[src/rtl/tlk_pkg.sv]
package tlk_pkg;
  // Strobes from control to datapath for the set addressed this cycle.
  typedef struct packed {
    logic touch;  // update recency: the other way becomes the replacement choice
    logic fill;   // write tag and set valid in 'way'
    logic way;    // way being touched or filled
  } tlk_strobe_t;
endpackage

[src/rtl/tlk_datapath.sv]
module tlk_datapath
  import tlk_pkg::*;
#(
  parameter int ADDR_W = 8,
  parameter int SETS   = 2
) (
  input  logic                     clk,
  input  logic                     rst_n,
  input  logic [ADDR_W-1:0]        reqAddr,
  input  tlk_strobe_t              strobe,
  input  logic                     victimWay,
  output logic [1:0]               tagMatch,
  output logic [1:0]               wayValid,
  output logic                     setLru,
  output logic [ADDR_W-$clog2(SETS)-1:0] victimTag
);
  localparam int WAYS  = 2;
  localparam int IDX_W = $clog2(SETS);
  localparam int TAG_W = ADDR_W - IDX_W;

  logic [IDX_W-1:0] setIdx;
  logic [TAG_W-1:0] reqTag;
  logic [WAYS-1:0][TAG_W-1:0] wayTag;
  logic [SETS-1:0] lruArr;

  // SETS is a power of two, so the modulo is the low address bits.
  assign setIdx = reqAddr[IDX_W-1:0];
  assign reqTag = reqAddr[ADDR_W-1:IDX_W];

  for (genvar w = 0; w < WAYS; w++) begin : g_way
    logic [TAG_W-1:0] tagArr [SETS];
    logic [SETS-1:0]  vldArr;
    logic             wrThis;

    assign wrThis = strobe.fill && (strobe.way == 1'(w));

    always_ff @(posedge clk) begin
      if (!rst_n) vldArr <= '0;
      else if (wrThis) vldArr[setIdx] <= 1'b1;
    end

    always_ff @(posedge clk) begin
      if (wrThis) tagArr[setIdx] <= reqTag;
    end

    assign wayValid[w] = vldArr[setIdx];
    assign wayTag[w]   = tagArr[setIdx];
    assign tagMatch[w] = vldArr[setIdx] && (tagArr[setIdx] == reqTag);
  end

  // One bit per set: the way to replace when both ways are valid.
  always_ff @(posedge clk) begin
    if (!rst_n) lruArr <= '0;
    else if (strobe.touch) lruArr[setIdx] <= ~strobe.way;
  end

  assign setLru    = lruArr[setIdx];
  assign victimTag = wayTag[victimWay];
endmodule

[src/rtl/tlk_control.sv]
module tlk_control
  import tlk_pkg::*;
(
  input  logic        reqValid,
  input  logic        reqFill,
  input  logic [1:0]  tagMatch,
  input  logic [1:0]  wayValid,
  input  logic        setLru,
  output logic        hit,
  output logic        hitWay,
  output logic        victimWay,
  output logic        evict,
  output tlk_strobe_t strobe
);
  logic anyMatch;
  logic missReq;

  assign anyMatch = |tagMatch;
  assign hit      = reqValid && anyMatch;
  assign hitWay   = reqValid && tagMatch[1];
  assign missReq  = reqValid && !anyMatch;

  // Empty ways first, lowest index wins; otherwise the recency bit decides.
  always_comb begin
    if (!wayValid[0])      victimWay = 1'b0;
    else if (!wayValid[1]) victimWay = 1'b1;
    else                   victimWay = setLru;
  end

  assign evict = missReq && (&wayValid);

  always_comb begin
    strobe.fill  = missReq && reqFill;
    strobe.touch = hit || strobe.fill;
    strobe.way   = hit ? hitWay : victimWay;
  end
endmodule

[src/rtl/tlk_lookup.sv]
module tlk_lookup
  import tlk_pkg::*;
#(
  parameter int ADDR_W = 8,
  parameter int SETS   = 2
) (
  input  logic                           clk,
  input  logic                           rst_n,
  input  logic                           reqValid,
  input  logic [ADDR_W-1:0]              reqAddr,
  input  logic                           reqFill,
  output logic                           hit,
  output logic                           hitWay,
  output logic                           victimWay,
  output logic                           evict,
  output logic [ADDR_W-$clog2(SETS)-1:0] evictTag
);
  localparam int TAG_W = ADDR_W - $clog2(SETS);

  tlk_strobe_t      strobe;
  logic [1:0]       tagMatch;
  logic [1:0]       wayValid;
  logic             setLru;
  logic [TAG_W-1:0] victimTag;

  tlk_datapath #(.ADDR_W(ADDR_W), .SETS(SETS)) dp_i (
    .clk       (clk),
    .rst_n     (rst_n),
    .reqAddr   (reqAddr),
    .strobe    (strobe),
    .victimWay (victimWay),
    .tagMatch  (tagMatch),
    .wayValid  (wayValid),
    .setLru    (setLru),
    .victimTag (victimTag)
  );

  tlk_control ctl_i (
    .reqValid  (reqValid),
    .reqFill   (reqFill),
    .tagMatch  (tagMatch),
    .wayValid  (wayValid),
    .setLru    (setLru),
    .hit       (hit),
    .hitWay    (hitWay),
    .victimWay (victimWay),
    .evict     (evict),
    .strobe    (strobe)
  );

  assign evictTag = evict ? victimTag : '0;
endmodule

[config.mk]
export PLATFORM = sky130hd
export DESIGN_NAME = tlk_lookup
export DESIGN_NICKNAME = d
export VERILOG_FILES = /design/src/rtl/tlk_pkg.sv /design/src/rtl/tlk_datapath.sv /design/src/rtl/tlk_control.sv /design/src/rtl/tlk_lookup.sv
export SDC_FILE = /design/constraint.sdc
export NUM_CORES = 1
export LEC_CHECK = 0
export ABC_AREA = 1
export BUFFER_PORTS_ARGS = -buffer_cell sky130_fd_sc_hd__buf_2
export CAP_MARGIN = 40
export CORE_MARGIN = 1
export CORE_UTILIZATION = 55
export CTS_BUF_LIST = sky130_fd_sc_hd__clkbuf_4 sky130_fd_sc_hd__clkbuf_8
export DETAILED_ROUTE_END_ITERATION = 8
export HOLD_SLACK_MARGIN = 0.02
export PLACE_DENSITY = 0.74
export REMOVE_ABC_BUFFERS = 1
export SETUP_SLACK_MARGIN = 0.4
export SLEW_MARGIN = 0
export SYNTH_ARGS = -nofsm -noshare
export SYNTH_HDL_FRONTEND = slang
export SYNTH_SLANG_ARGS = --single-unit
[constraint.sdc]
create_clock -name clk -period 2.85 [get_ports clk]
set_input_delay 0.57 -clock clk [delete_from_list [all_inputs] [get_ports clk]]
set_output_delay 0.57 -clock clk [all_outputs]
set_load 0.05 [all_outputs]
==> run summary <==
The average routed wire per standard cell was 14.2 µm; the mean number of vias per cell was 5.18. The worst path in the final design needs a cycle of 2580 ps, including I/O delays and setup. Across all layers, the routed design uses 1653 vias. The run gives 5 as the number of buffers created by CTS. For this design the static power due to leakage is 1.16 nW. Remaining max-slew budget at the tightest pin: 0.832. In this run the tool buffered the top-level ports with 22 buffer cells. The share of the yosys chip area belonging to registers was 0.519; the power density of the placed cells was 407 nW/µm².

The logs give 18 for the number of different library cells in the post-synthesis netlist and 3130 µm² for the placeable core area. At the end of the flow, the number of nets in the layout was 287. The type of the tightest min-delay check is reg -> reg. Dividing the synthesized area by the synthesized cell count gives 7.75 µm². The Yosys step of the flow raised 0 warnings. The multi-input gate area in the final layout came out at 803 µm². Compared with the post-synthesis result, the final layout area differs by 28.6%. The all-layer global routing usage came out at 0.286. The library cells used most frequently in the layout, excluding fill and tap cells, are sky130_fd_sc_hd__nand2_1, sky130_fd_sc_hd__inv_1, sky130_fd_sc_hd__nand3_1, sky130_fd_sc_hd__edfxtp_1, sky130_fd_sc_hd__nand2_2. The first global-routing pass estimated 7.09 mm of wire. The longest individual stage delay on the worst path works out to 190 ps. The count of buffer and inverter cells on the critical path came out at 5.

Setup repair after global routing could not meet its margin everywhere. The worst setup path is launched from an input pin. For the antenna violation net count after detailed routing, the log shows 0.

The share of the clock period used by the worst path works out to 0.906. At the end of routability-driven placement, the weighted congestion stood at 0.852. The tree built by TritonCTS fans out to 34 sinks. 0 antenna diodes ended up in the layout. Synthesis inferred 34 register bits. In this run the cell area of the synthesized design comes to 1850 µm². The H-tree level count is 2, and the non-filler instance count after layout is 319. The die width was 60.0 µm.

Once placement completed, the tool counted placed cells totaling 305. Registers take 961 µm². Broken down by cell family, the worst path's largest delay share belongs to simple AND/OR/NAND/NOR gates. The worst setup path is of the in -> out kind. Data on the critical path arrives at its endpoint at 2010 ps. The measured slew at the worst slew-check pin is 250 ps.

Clock-pin slew was measured on the worst setup and hold paths at 90 ps. Pin count of the biggest net entering global routing: 20. For this run, the top clock speed supported by timing is 0.387 GHz.

The run gives 2280 ps as the required time of the critical path. Along the worst path, the maximum fanout reaches 8. Number of global-route vias before repair: 1624.

Summed over all layers, the routed wires come to 4.54 mm. The run gives 2.66 mm as the detailed placement HPWL. The most frequent standard cell in the layout excluding fill and tap cells is sky130_fd_sc_hd__nand2_1. Max-slew violation count: 0. The critical path goes through buf_12 -> buf_16 -> nand2_1 -> nand3_1 -> nand2_1 -> inv_1 -> nand2_1 -> nor2_1 -> nand2_1 -> nand3_2 -> inv_2 -> nand3_4 -> a21oi_2 -> buf_6. The detailed router finished its first iteration with 111 violations.

For the initial antenna violation count, the log shows 0. Share of post-route cells with drive strength above 1: 0.320. The run finished with clean final reports.

In this design, the critical path's most frequently occurring cell is sky130_fd_sc_hd__nand2_1. The worst setup skew after layout is 7.96 ps, and the setup violation total in the final timing report is 0. Top-level I/O count: 23. The starting utilization of the core area was 0.592. Counting the fill cells in the layout gives 228. The design draws 0.970 mW.

The cell at the root of the clock tree was sky130_fd_sc_hd__clkbuf_4. In the synthesized netlist, the number of instances is 239. The floorplan step defined a die boundary enclosing 3610 µm². The critical-path cell with the highest stage delay is sky130_fd_sc_hd__a21oi_2. In this run the core area contains 20 standard-cell rows.

Across the run, the number of max-cap violations was 0. For the worst-skew pair, the clock arrives at the later sink with an insertion delay of 340 ps. Maximum count of clock buffers along a single path: 2. The tools report the capturing element type of the critical path as an output pin. The die is 60.0 µm tall. The total congestion overflow was 0; the hold violation count in the final report was 0. In the routed design, unresolved DRC markers number 0. The maximum vdd ir drop was 0.000331 V; the number of detailed-route iterations in the first pass was 5. TritonCTS built the clock tree.
flip-flops by register name (all words and copies together), names as in the netlist:
name and flops:
dp_i.lruArr 2, dp_i.g_way.tagArr 28, dp_i.g_way.vldArr 4
synth_stat cells (all sizes together):
master  count  area [µm²]
nand4       2        12.5
dfxtp       6         120
nand2      94         365
buf         5        56.3
inv        44         168
a21oi      11        55.1
nor2       13        51.3
o21ai       4        23.8
edfxtp     28         841
nand3      32         160
worst register-to-register path, stage by stage, from the launching register on:
cell,delay [ps]
sky130_fd_sc_hd__edfxtp_1,390
sky130_fd_sc_hd__inv_1,100
sky130_fd_sc_hd__nand2_4,60
sky130_fd_sc_hd__nand3_1,100
sky130_fd_sc_hd__nand2_2,70
sky130_fd_sc_hd__nand2_2,70
sky130_fd_sc_hd__nor2_2,40
sky130_fd_sc_hd__nand2_2,70
sky130_fd_sc_hd__nand3_2,90
sky130_fd_sc_hd__buf_4,140
sky130_fd_sc_hd__buf_4,120
sky130_fd_sc_hd__buf_4,120
sky130_fd_sc_hd__buf_4,120
sky130_fd_sc_hd__nor2_2,140
sky130_fd_sc_hd__nand3_1,160
sky130_fd_sc_hd__clkinvlp_4,240
cells by family (layout without fill, tap and decap cells):
| family | Yosys count | in the layout | share of synthesized area |
|---|---|---|---|
| AO/OA/AOI/OAI | 15 | 15 | 0.0425 |
| buffers and inverters | 49 | 85 | 0.121 |
| flip-flops | 34 | 34 | 0.519 |
| AND/OR/NAND/NOR | 141 | 141 | 0.318 |
timing repair:
| action | 4_1_cts | 5_1_grt |
|---|---|---|
| buffers inserted | 5 | 0 |
| pin swaps | 11 | 10 |
| gates cloned | 2 | 0 |
| hold buffers | 0 | 0 |
| setup endpoints to repair | 10 | 38 |
| hold endpoints to repair | 0 | 0 |
| gates resized for setup | 55 | 19 |
power by group:
| part | total (mW) | switching [mW] | internal (mW) | leakage (nW) |
|---|---|---|---|---|
| logic | 0.154 | 0.0974 | 0.0569 | 0.822 |
| registers | 0.553 | 0.00397 | 0.549 | 0.303 |
| clock network | 0.262 | 0.150 | 0.112 | 0.0322 |
path summary, 6_finish.rpt:
check | from | endpoint | slack, ps | cells after the start
setup / recovery | reqAddr[0] | evictTag[1] | 270 | 14
hold / removal | dp_i.g_way[0].vldArr[1] | dp_i.g_way[0].vldArr[1] | 470 | 2
setup reg to reg | dp_i.g_way[1].tagArr[1][2] | dp_i.g_way[1].tagArr[0][3] | 510 | 15
hold reg to reg | dp_i.g_way[0].vldArr[1] | dp_i.g_way[0].vldArr[1] | 470 | 2
layout make-up:
cell class,instances,area share
repair buffers,34,0.137
inverters,44,0.0777
flip-flops and latches,34,0.403
well taps,44,0.0231
multi-input cells,156,0.337
clock buffers,7,0.0220
per-stage QoR:
stage | hold WS [ps] | cell area, µm² | utilization | setup TNS, ps | worst slack (ps)
final | 472 | 2380 | 0.762 | 0 | 268
after global routing | 468 | 2380 | 0.762 | 0 | 195
after CTS | 458 | 2340 | 0.747 | 0 | 321
after detailed placement | 440 | 2010 | 0.643 | -220 | -65.7
after global placement | 441 | 2010 | 0.643 | -85.3 | -44.7
after floorplan | 430 | 1800 | - | 0 | 32.6
layer usage:
layer,up-vias,GRT usage,wire length (µm),share of wire
met2,58,0.481,2310,0.51
met4,0,0.156,138,0.030
met3,13,0.0758,288,0.063
met5,-,0,0,0
li1,828,-,-,-
met1,754,0.330,1800,0.40
(Power assumes the default switching activity.)
